## src/rtl/tcmp_pkg.sv

```systemverilog
package tcmp_pkg;
   typedef enum logic {
      RELOAD_AT_BOTTOM = 1'b0,
      RELOAD_AT_TOP    = 1'b1
   } reload_sel_e;

   function automatic logic reload_now(input logic pwm, input reload_sel_e sel,
                                       input logic top, input logic bottom);
      return pwm && ((sel == RELOAD_AT_TOP) ? top : bottom);
   endfunction
endpackage

```

## src/rtl/tcmp_hold_latch.sv

```systemverilog
module tcmp_hold_latch #(
   parameter int CNT_W = 10,
   parameter int BUS_W = 8,
   parameter int N_CH  = 4,
   localparam int HI_W = CNT_W - BUS_W,
   localparam int CH_W = $clog2(N_CH)
) (
   input  logic             clk,
   input  logic             rst_n,
   input  logic             we,
   input  logic             hi,
   input  logic [CH_W-1:0]  ch,
   input  logic [BUS_W-1:0] data,
   output logic [N_CH-1:0]  commit,
   output logic [CNT_W-1:0] value
);
   logic [HI_W-1:0] hold_q;
   logic            unused_hi_bits;

   assign unused_hi_bits = ^data[BUS_W-1:HI_W];

   always_ff @(posedge clk or negedge rst_n) begin
      if (!rst_n)         hold_q <= '0;
      else if (we && hi)  hold_q <= data[HI_W-1:0];
   end

   assign value = {hold_q, data};

   for (genvar g = 0; g < N_CH; g++) begin : g_dec
      assign commit[g] = we && !hi && (ch == CH_W'(g));
   end
endmodule

```

## src/rtl/tcmp_channel.sv

```systemverilog
module tcmp_channel #(
   parameter int CNT_W = 10
) (
   input  logic             clk,
   input  logic             rst_n,
   input  logic [CNT_W-1:0] cnt,
   input  logic             pwm,
   input  logic             reload,
   input  logic             commit,
   input  logic [CNT_W-1:0] value,
   input  logic             force_m,
   input  logic             ack,
   input  logic             clr,
   input  logic             ien,
   output logic             match,
   output logic             flag,
   output logic             irq
);
   logic [CNT_W-1:0] live_q, shadow_q;
   logic             eq, flag_q;

   assign eq = (cnt == live_q);

   always_ff @(posedge clk or negedge rst_n) begin
      if (!rst_n) begin
         live_q   <= '0;
         shadow_q <= '0;
      end else begin
         if (commit) shadow_q <= value;
         if (pwm) begin
            if (reload) live_q <= shadow_q;
         end else if (commit) begin
            live_q <= value;
         end
      end
   end

   always_ff @(posedge clk or negedge rst_n) begin
      if (!rst_n)            flag_q <= 1'b0;
      else if (eq)           flag_q <= 1'b1;
      else if (ack || clr)   flag_q <= 1'b0;
   end

   assign match = eq || force_m;
   assign flag  = flag_q;
   assign irq   = flag_q && ien;

   p_flag_set_r3: assert property (@(posedge clk) disable iff (!rst_n)
      eq |=> flag);
   p_ack_clears_r5: assert property (@(posedge clk) disable iff (!rst_n)
      (ack && !eq) |=> !flag);
   p_sw_clear_r6: assert property (@(posedge clk) disable iff (!rst_n)
      (clr && !eq) |=> !flag);
   p_direct_load_r8: assert property (@(posedge clk) disable iff (!rst_n)
      (commit && !pwm) |=> (live_q == $past(value)));
   p_pwm_hold_r9: assert property (@(posedge clk) disable iff (!rst_n)
      (pwm && !reload) |=> $stable(live_q));
   p_force_noflag_r10: assert property (@(posedge clk) disable iff (!rst_n)
      (force_m && !eq && !flag) |=> !flag);
endmodule

```

## src/rtl/tcmp_bank.sv

```systemverilog
module tcmp_bank #(
   parameter int CNT_W = 10,
   parameter int BUS_W = 8,
   parameter int N_CH  = 4,
   localparam int CH_W = $clog2(N_CH)
) (
   input  logic             clk,
   input  logic             rst_n,
   input  logic [CNT_W-1:0] cnt_i,
   input  logic             at_top_i,
   input  logic             at_bottom_i,
   input  logic             pwm_mode_i,
   input  logic             upd_top_i,
   input  logic             bus_we_i,
   input  logic             bus_hi_i,
   input  logic [CH_W-1:0]  bus_ch_i,
   input  logic [BUS_W-1:0] bus_data_i,
   input  logic             flag_clr_we_i,
   input  logic [N_CH-1:0]  flag_clr_i,
   input  logic [N_CH-1:0]  irq_en_i,
   input  logic [N_CH-1:0]  irq_ack_i,
   input  logic [N_CH-1:0]  force_i,
   output logic [N_CH-1:0]  match_o,
   output logic [N_CH-1:0]  flag_o,
   output logic [N_CH-1:0]  irq_o
);
   import tcmp_pkg::*;

   if (CNT_W <= BUS_W || CNT_W >= 2 * BUS_W) begin : g_bad_width
      $error("tcmp_bank: CNT_W must exceed BUS_W and stay below 2*BUS_W");
   end
   if (N_CH < 2) begin : g_bad_ch
      $error("tcmp_bank: N_CH must be at least 2");
   end

   logic [N_CH-1:0]  commit;
   logic [CNT_W-1:0] value;
   logic             reload;
   reload_sel_e      sel;

   assign sel    = reload_sel_e'(upd_top_i);
   assign reload = reload_now(pwm_mode_i, sel, at_top_i, at_bottom_i);

   tcmp_hold_latch #(.CNT_W(CNT_W), .BUS_W(BUS_W), .N_CH(N_CH)) u_hold (
      .clk(clk), .rst_n(rst_n), .we(bus_we_i), .hi(bus_hi_i), .ch(bus_ch_i),
      .data(bus_data_i), .commit(commit), .value(value));

   for (genvar g = 0; g < N_CH; g++) begin : g_ch
      tcmp_channel #(.CNT_W(CNT_W)) u_ch (
         .clk(clk), .rst_n(rst_n), .cnt(cnt_i), .pwm(pwm_mode_i),
         .reload(reload), .commit(commit[g]), .value(value),
         .force_m(force_i[g]), .ack(irq_ack_i[g]),
         .clr(flag_clr_we_i && flag_clr_i[g]), .ien(irq_en_i[g]),
         .match(match_o[g]), .flag(flag_o[g]), .irq(irq_o[g]));
   end

   p_one_commit_r7: assert property (@(posedge clk) disable iff (!rst_n)
      $countones(commit) <= 1);
   p_hi_no_commit_r7: assert property (@(posedge clk) disable iff (!rst_n)
      (bus_we_i && bus_hi_i) |-> (commit == '0));
endmodule

```

## config.mk

```make
export PLATFORM = sky130hd
export DESIGN_NAME = tcmp_bank
export DESIGN_NICKNAME = d
export VERILOG_FILES = /design/src/rtl/tcmp_pkg.sv /design/src/rtl/tcmp_hold_latch.sv /design/src/rtl/tcmp_channel.sv /design/src/rtl/tcmp_bank.sv
export SDC_FILE = /design/constraint.sdc
export NUM_CORES = 1
export LEC_CHECK = 0
export BUFFER_PORTS_ARGS = -buffer_cell sky130_fd_sc_hd__buf_2
export CAP_MARGIN = 10
export CORE_ASPECT_RATIO = 0.6
export CORE_MARGIN = 2
export CORE_UTILIZATION = 50
export DETAILED_ROUTE_END_ITERATION = 8
export PLACE_DENSITY_LB_ADDON = 0.15
export SETUP_SLACK_MARGIN = 0.5
export SKIP_CTS_REPAIR_TIMING = 1
export SYNTH_ARGS = -nofsm -noshare
export SYNTH_HDL_FRONTEND = slang
export SYNTH_SLANG_ARGS = --single-unit
```

## constraint.sdc

```tcl
create_clock -name clk -period 1.3 [get_ports clk]
set_input_delay 0.26 -clock clk [delete_from_list [all_inputs] [get_ports clk]]
set_output_delay 0.26 -clock clk [all_outputs]
set_load 0.05 [all_outputs]
```

# Yosys cells after proc, flatten, opt, wreduce, memory -nomap -nowiden
# Index checks and enable logic that the tools add are counted.
[word_totals] output_inout_bits=12 ff_bits=86 elab_cells=79 in_bits=45
[op_classes] reduce_logical=37 n_mux=21 eq_ne=8
[op_table] cell="$mux W10" n=12
[op_table] cell="$eq A10 B10 Y1" n=4
[op_table] cell="$reduce_bool A2 Y1" n=8
[op_table] cell="$logic_and A1 B1 Y1" n=15
[op_table] cell="$mux W1" n=9
[op_table] cell="$logic_or A1 B1 Y1" n=8
[op_table] cell="$reduce_and A2 Y1" n=4
[op_table] cell="$eq A2 B2 Y1 const B" n=2
[op_table] cell="$eq A2 B1 Y1 const B" n=1
[op_table] cell="$logic_not A2 Y1" n=1
[op_table] cell="$ne A2 B1 Y1 const B" n=1
[op_table] cell="$logic_not A1 Y1" n=1

# Longest topological paths before layout
[logic_depth] word_depth=5 depth_mapped=5

# By module
# A second synthesis with hierarchy kept.
[hier_totals] hier_cells=363 area_unflattened_um2=4211.5
[modules_own_cells] mod="tcmp_channel" instances=4 cells_per_inst=85 seq_area_each_um2=525.5 area_per_inst_um2=994.7
[modules_own_cells] mod="tcmp_hold_latch" instances=1 cells_per_inst=17 seq_area_each_um2=50.0 area_per_inst_um2=191.4
[modules_own_cells] mod="tcmp_bank" instances=1 cells_per_inst=6 seq_area_each_um2=0.0 area_per_inst_um2=41.3

# Worst setup path after synthesis
# OpenSTA, ideal clock, no wires.
[synth_path] kind="input-to-output" startpoint="input port cnt_i[1]" endpoint="output port match_o[1]" arrival_time_ps=1179 required_time_ps=1040 setup_slack_ps=-139 cell_stages=5 cell_sequence="clkbuf_1 -> xnor2_1 -> nand4_1 -> o31ai_1 -> buf_4"
[synth_via] elab_chain_cells=2
[synth_lines] item="start, declared" line_no="tcmp_bank.sv:9" text="input logic [CNT_W-1:0] cnt_i,"
[synth_lines] item="$eq A10 B10 Y1" line_no="tcmp_channel.sv:22" text="assign eq = (cnt == live_q);"
[synth_lines] item="$logic_or A1 B1 Y1" line_no="tcmp_channel.sv:44" text="assign match = eq || force_m;"
[synth_lines] item="end, declared" line_no="tcmp_bank.sv:23" text="output logic [N_CH-1:0] match_o,"
# No other way between the ends.

# Worst setup path in the final report
[layout_path] startpoint="register g_ch[0].u_ch.live_q[1]" endpoint="output port match_o[0]"
[layout_via] elab_chain_cells=2
[layout_lines] item="start, declared" line_no="tcmp_channel.sv:19" text="logic [CNT_W-1:0] live_q, shadow_q;"
[layout_lines] item="start signal, assigned" line_no="tcmp_channel.sv:31" text="if (reload) live_q <= shadow_q;"
[layout_lines] item="start signal, assigned" line_no="tcmp_channel.sv:33" text="live_q <= value;"
[layout_lines] item="$eq A10 B10 Y1" line_no="tcmp_channel.sv:22"
[layout_lines] item="$logic_or A1 B1 Y1" line_no="tcmp_channel.sv:44"
# No other way between the ends.

==> flow_summary.json <==
{
  "pre_cts_slack_ns": -0.3551,
  "netlist_area_um2": 4621,
  "synthesis.area_per_instance_um2": 8.432,
  "worst-path-buf-inv": 1,
  "htree_levels": 3,
  "netlist_top_cells_area": "sky130_fd_sc_hd__dfrtp_1 (47%), sky130_fd_sc_hd__nand2_1 (19%), sky130_fd_sc_hd__xnor2_1 (7.6%), sky130_fd_sc_hd__a32oi_1 (6.6%), sky130_fd_sc_hd__a21oi_1 (3.8%)",
  "relSlewSlack": 0.7092,
  "critPathKind": "reg2out",
  "mostFrequentLayoutCell": "sky130_fd_sc_hd__nand2_1",
  "cts-root-buf": "sky130_fd_sc_hd__clkbuf_16",
  "min_period_over_period": 1.581,
  "wire_length_of_the_first_global_routing_pass_um": 21470,
  "floorplan.die.height_um": 78.47,
  "std_cell_rows": 27,
  "max_cap_viol_count": 0,
  "tightestPinTransition_ns": 0.4362,
  "worst_setup_path_start_kind": "flip-flop",
  "gp_congestion": 0.8350,
  "design.die.area_um2": 10050,
  "grt_setup_unrepaired": "yes",
  "arrival_ns": 1.80,
  "dpl_cell_area_um2": 5472,
  "finClkSkew_ns": 0.003385,
  "grt_start_max_net_pins": 39,
  "synth_area_leader_cell": "sky130_fd_sc_hd__dfrtp_1",
  "antenna_found_initial": 0,
  "viasPerCell": 6.253,
  "static_leakage_nw": 3.320,
  "totalNegativeSetupSlack_ns": -2.700,
  "core_um2": 9087,
  "share_of_cells_above_drive_strength_1": 0.4681,
  "cts_tree": "done",
  "final_hold_viol_count": 11,
  "ys_seq_area_frac": 0.4657,
  "drt_first_pass_iters": 5,
  "most_used_cells_in_the_layout_excluding_fill_and_tap_cells": "sky130_fd_sc_hd__nand2_1 (162), sky130_fd_sc_hd__dfrtp_1 (81), sky130_fd_sc_hd__nand2_2 (58), sky130_fd_sc_hd__buf_4 (53), sky130_fd_sc_hd__buf_2 (38)",
  "fin_hold_ws_ns": -0.2188,
  "buffer_ports.inserted": 56,
  "min_path_type": "in2async",
  "tritoncts.num_buffers": 9,
  "ant_nets": 0,
  "post-route-min-period_ns": 2.055,
  "outcome": "complete, but fails checks",
  "timing.critical_path.to_type": "output port",
  "setup_ws_ns": -0.7551,
  "synthesis.yosys.warnings": 0,
  "clk_latency_ns": 0.34,
  "failing_checks": "hold timing, setup timing",
  "initial_core_util": 0.5085,
  "fin_total_pwr_mw": 8.615,
  "finalSetupViolCount": 8,
  "synth_cell_type_count": 22,
  "area_delta_synth_final_pct": 50.96,
  "drc_violations": 0,
  "fp.dieW_um": 128.1,
  "postLayoutCellArea_um2": 6975,
  "hpwlAfterDp_um": 9323,
  "cp_cell_sequence": "xnor2_1, nand4_1, o31ai_1, buf_4",
  "cts_num_sinks": 86,
  "floorplan.io_pins": 57,
  "timing.critical_path.required_ns": 1.04,
  "grt_use_total": 0.2858,
  "via_count": 4840,
  "fin_nets": 700,
  "cts-root-to-sink-buffers": 2,
  "max_clock_freq_mhz": 486.6,
  "worst_ir_drop_vdd_mv": 0.8902,
  "pwr_density_cell_nw_per_um2": 1235,
  "grt_pass1_vias": 3899,
  "routed_wire_length_um": 17590,
  "cp_slowest_stage_delay_ns": 0.39,
  "worst_path_dominant_cell_family": "flip-flops",
  "diodes": 0,
  "synth_cells": 548,
  "gr-total-overflow": 0,
  "maxSlewViolCount": 0,
  "drt-wirelength-per-cell_um": 22.72,
  "layout.filler_cells": 562,
  "yosys_register_bits": 86,
  "drt_iter0_drc": 549,
  "postSynthNetCount": 593,
  "critical_path.slowest_cell": "sky130_fd_sc_hd__dfrtp_1",
  "synth_largest_type_area_fraction": 0.4657,
  "max_fanout_on_critical_path": 2,
  "worst_setup_hold_path_clk_slew_ns": 0.06
}
[metrics by stage]
stage / util / hold WS [ns] / instances
floorplan: - / -0.03559 / 548
global placement: 0.6021 / 0.1411 / 720
detailed placement: 0.6021 / 0.1455 / 720
CTS: 0.6320 / -0.2164 / 734
global route: 0.7676 / -0.2161 / 774
finish: 0.7676 / -0.2188 / 774
[path summary, 6_finish.rpt]
check                                          from                       end  slack (ns)  depth (start not counted)
max in group asynchronous                     rst_n    g_ch[3].u_ch.live_q[8]        1.02                          2
min                                           rst_n  g_ch[1].u_ch.shadow_q[1]       -0.22                          1
max reg2reg                  g_ch[2].u_ch.live_q[9]         g_ch[2].u_ch.flag       -0.05                          4
min in group clk                       irq_ack_i[3]         g_ch[3].u_ch.flag        0.19                          3
max                          g_ch[0].u_ch.live_q[1]                match_o[0]       -0.76                          4
min reg2reg                g_ch[2].u_ch.shadow_q[6]  g_ch[2].u_ch.shadow_q[6]        0.47                          2
[cell usage after synthesis]
cell	number
sky130_fd_sc_hd__inv_1	4
sky130_fd_sc_hd__buf_1	1
sky130_fd_sc_hd__a32oi_1	35
sky130_fd_sc_hd__o31ai_1	8
sky130_fd_sc_hd__and4b_1	1
sky130_fd_sc_hd__clkbuf_1	32
sky130_fd_sc_hd__nor4bb_1	2
sky130_fd_sc_hd__nand2_1	234
sky130_fd_sc_hd__and2_1	4
sky130_fd_sc_hd__nand3b_1	4
sky130_fd_sc_hd__mux2i_1	16
sky130_fd_sc_hd__xnor2_1	40
sky130_fd_sc_hd__mux2_2	3
sky130_fd_sc_hd__or4b_1	1
sky130_fd_sc_hd__dfrtp_1	86
sky130_fd_sc_hd__nand4_1	8
sky130_fd_sc_hd__nand4b_1	1
sky130_fd_sc_hd__nand4bb_1	2
sky130_fd_sc_hd__buf_4	12
sky130_fd_sc_hd__nor4b_1	1
sky130_fd_sc_hd__buf_2	18
sky130_fd_sc_hd__a21oi_1	35
[area by class of cell]
class,count,area [µm²],area share
repair buffers,156,1607,0.2303
multi-input cells,398,2779,0.3984
well taps,116,145.1,0.02081
inverters,4,15.01,0.002152
flip-flops and latches,86,2158,0.3094
clock buffers,12,236.5,0.03390
clock inverters,2,35.03,0.005022
[per-layer routing]
metal / vias up / routed length (µm) / GRT usage
li1: 2042 / - / -
met1: 2375 / 7128 / 0.4216
met2: 347 / 7584 / 0.4150
met3: 76 / 2140 / 0.07839
met4: 0 / 734 / 0.07473
met5: - / 0 / 0
[power by group]
| group | internal [mW] | switching [mW] |
|---|---|---|
| sequential | 3.17 | 0.471 |
| clock | 1.47 | 1.02 |
| combinational | 1.24 | 1.25 |
| total | 5.88 | 2.74 |
[cell families (layout without fill, tap and decap cells)]
| family | count (synthesis) | after routing | share of synthesized area |
|---|---|---|---|
| AO/OA/AOI/OAI | 78 | 78 | 0.1172 |
| XOR/XNOR | 40 | 40 | 0.07582 |
| buffers and inverters | 67 | 174 | 0.06905 |
| flip-flops | 86 | 86 | 0.4657 |
| multiplexers | 19 | 19 | 0.04197 |
| AND/OR/NAND/NOR | 258 | 261 | 0.2302 |
[registers in the layout (all words and copies together), names as in the netlist]
signal              count
u_hold.hold_q           2
g_ch.u_ch.shadow_q     40
g_ch.u_ch.flag          4
g_ch.u_ch.live_q       40
[worst register-to-register path: cells and delay by family, from the launching register on]
kind,cells,cell delay (ns)
and+or+nand+nor,1,0.21
xor gates and xnor gates,1,0.17
AOI/OAI and AO/OA,1,0.22
buffers and inverters,1,0.21
DFF,1,0.45
(Power assumes the default switching activity.)
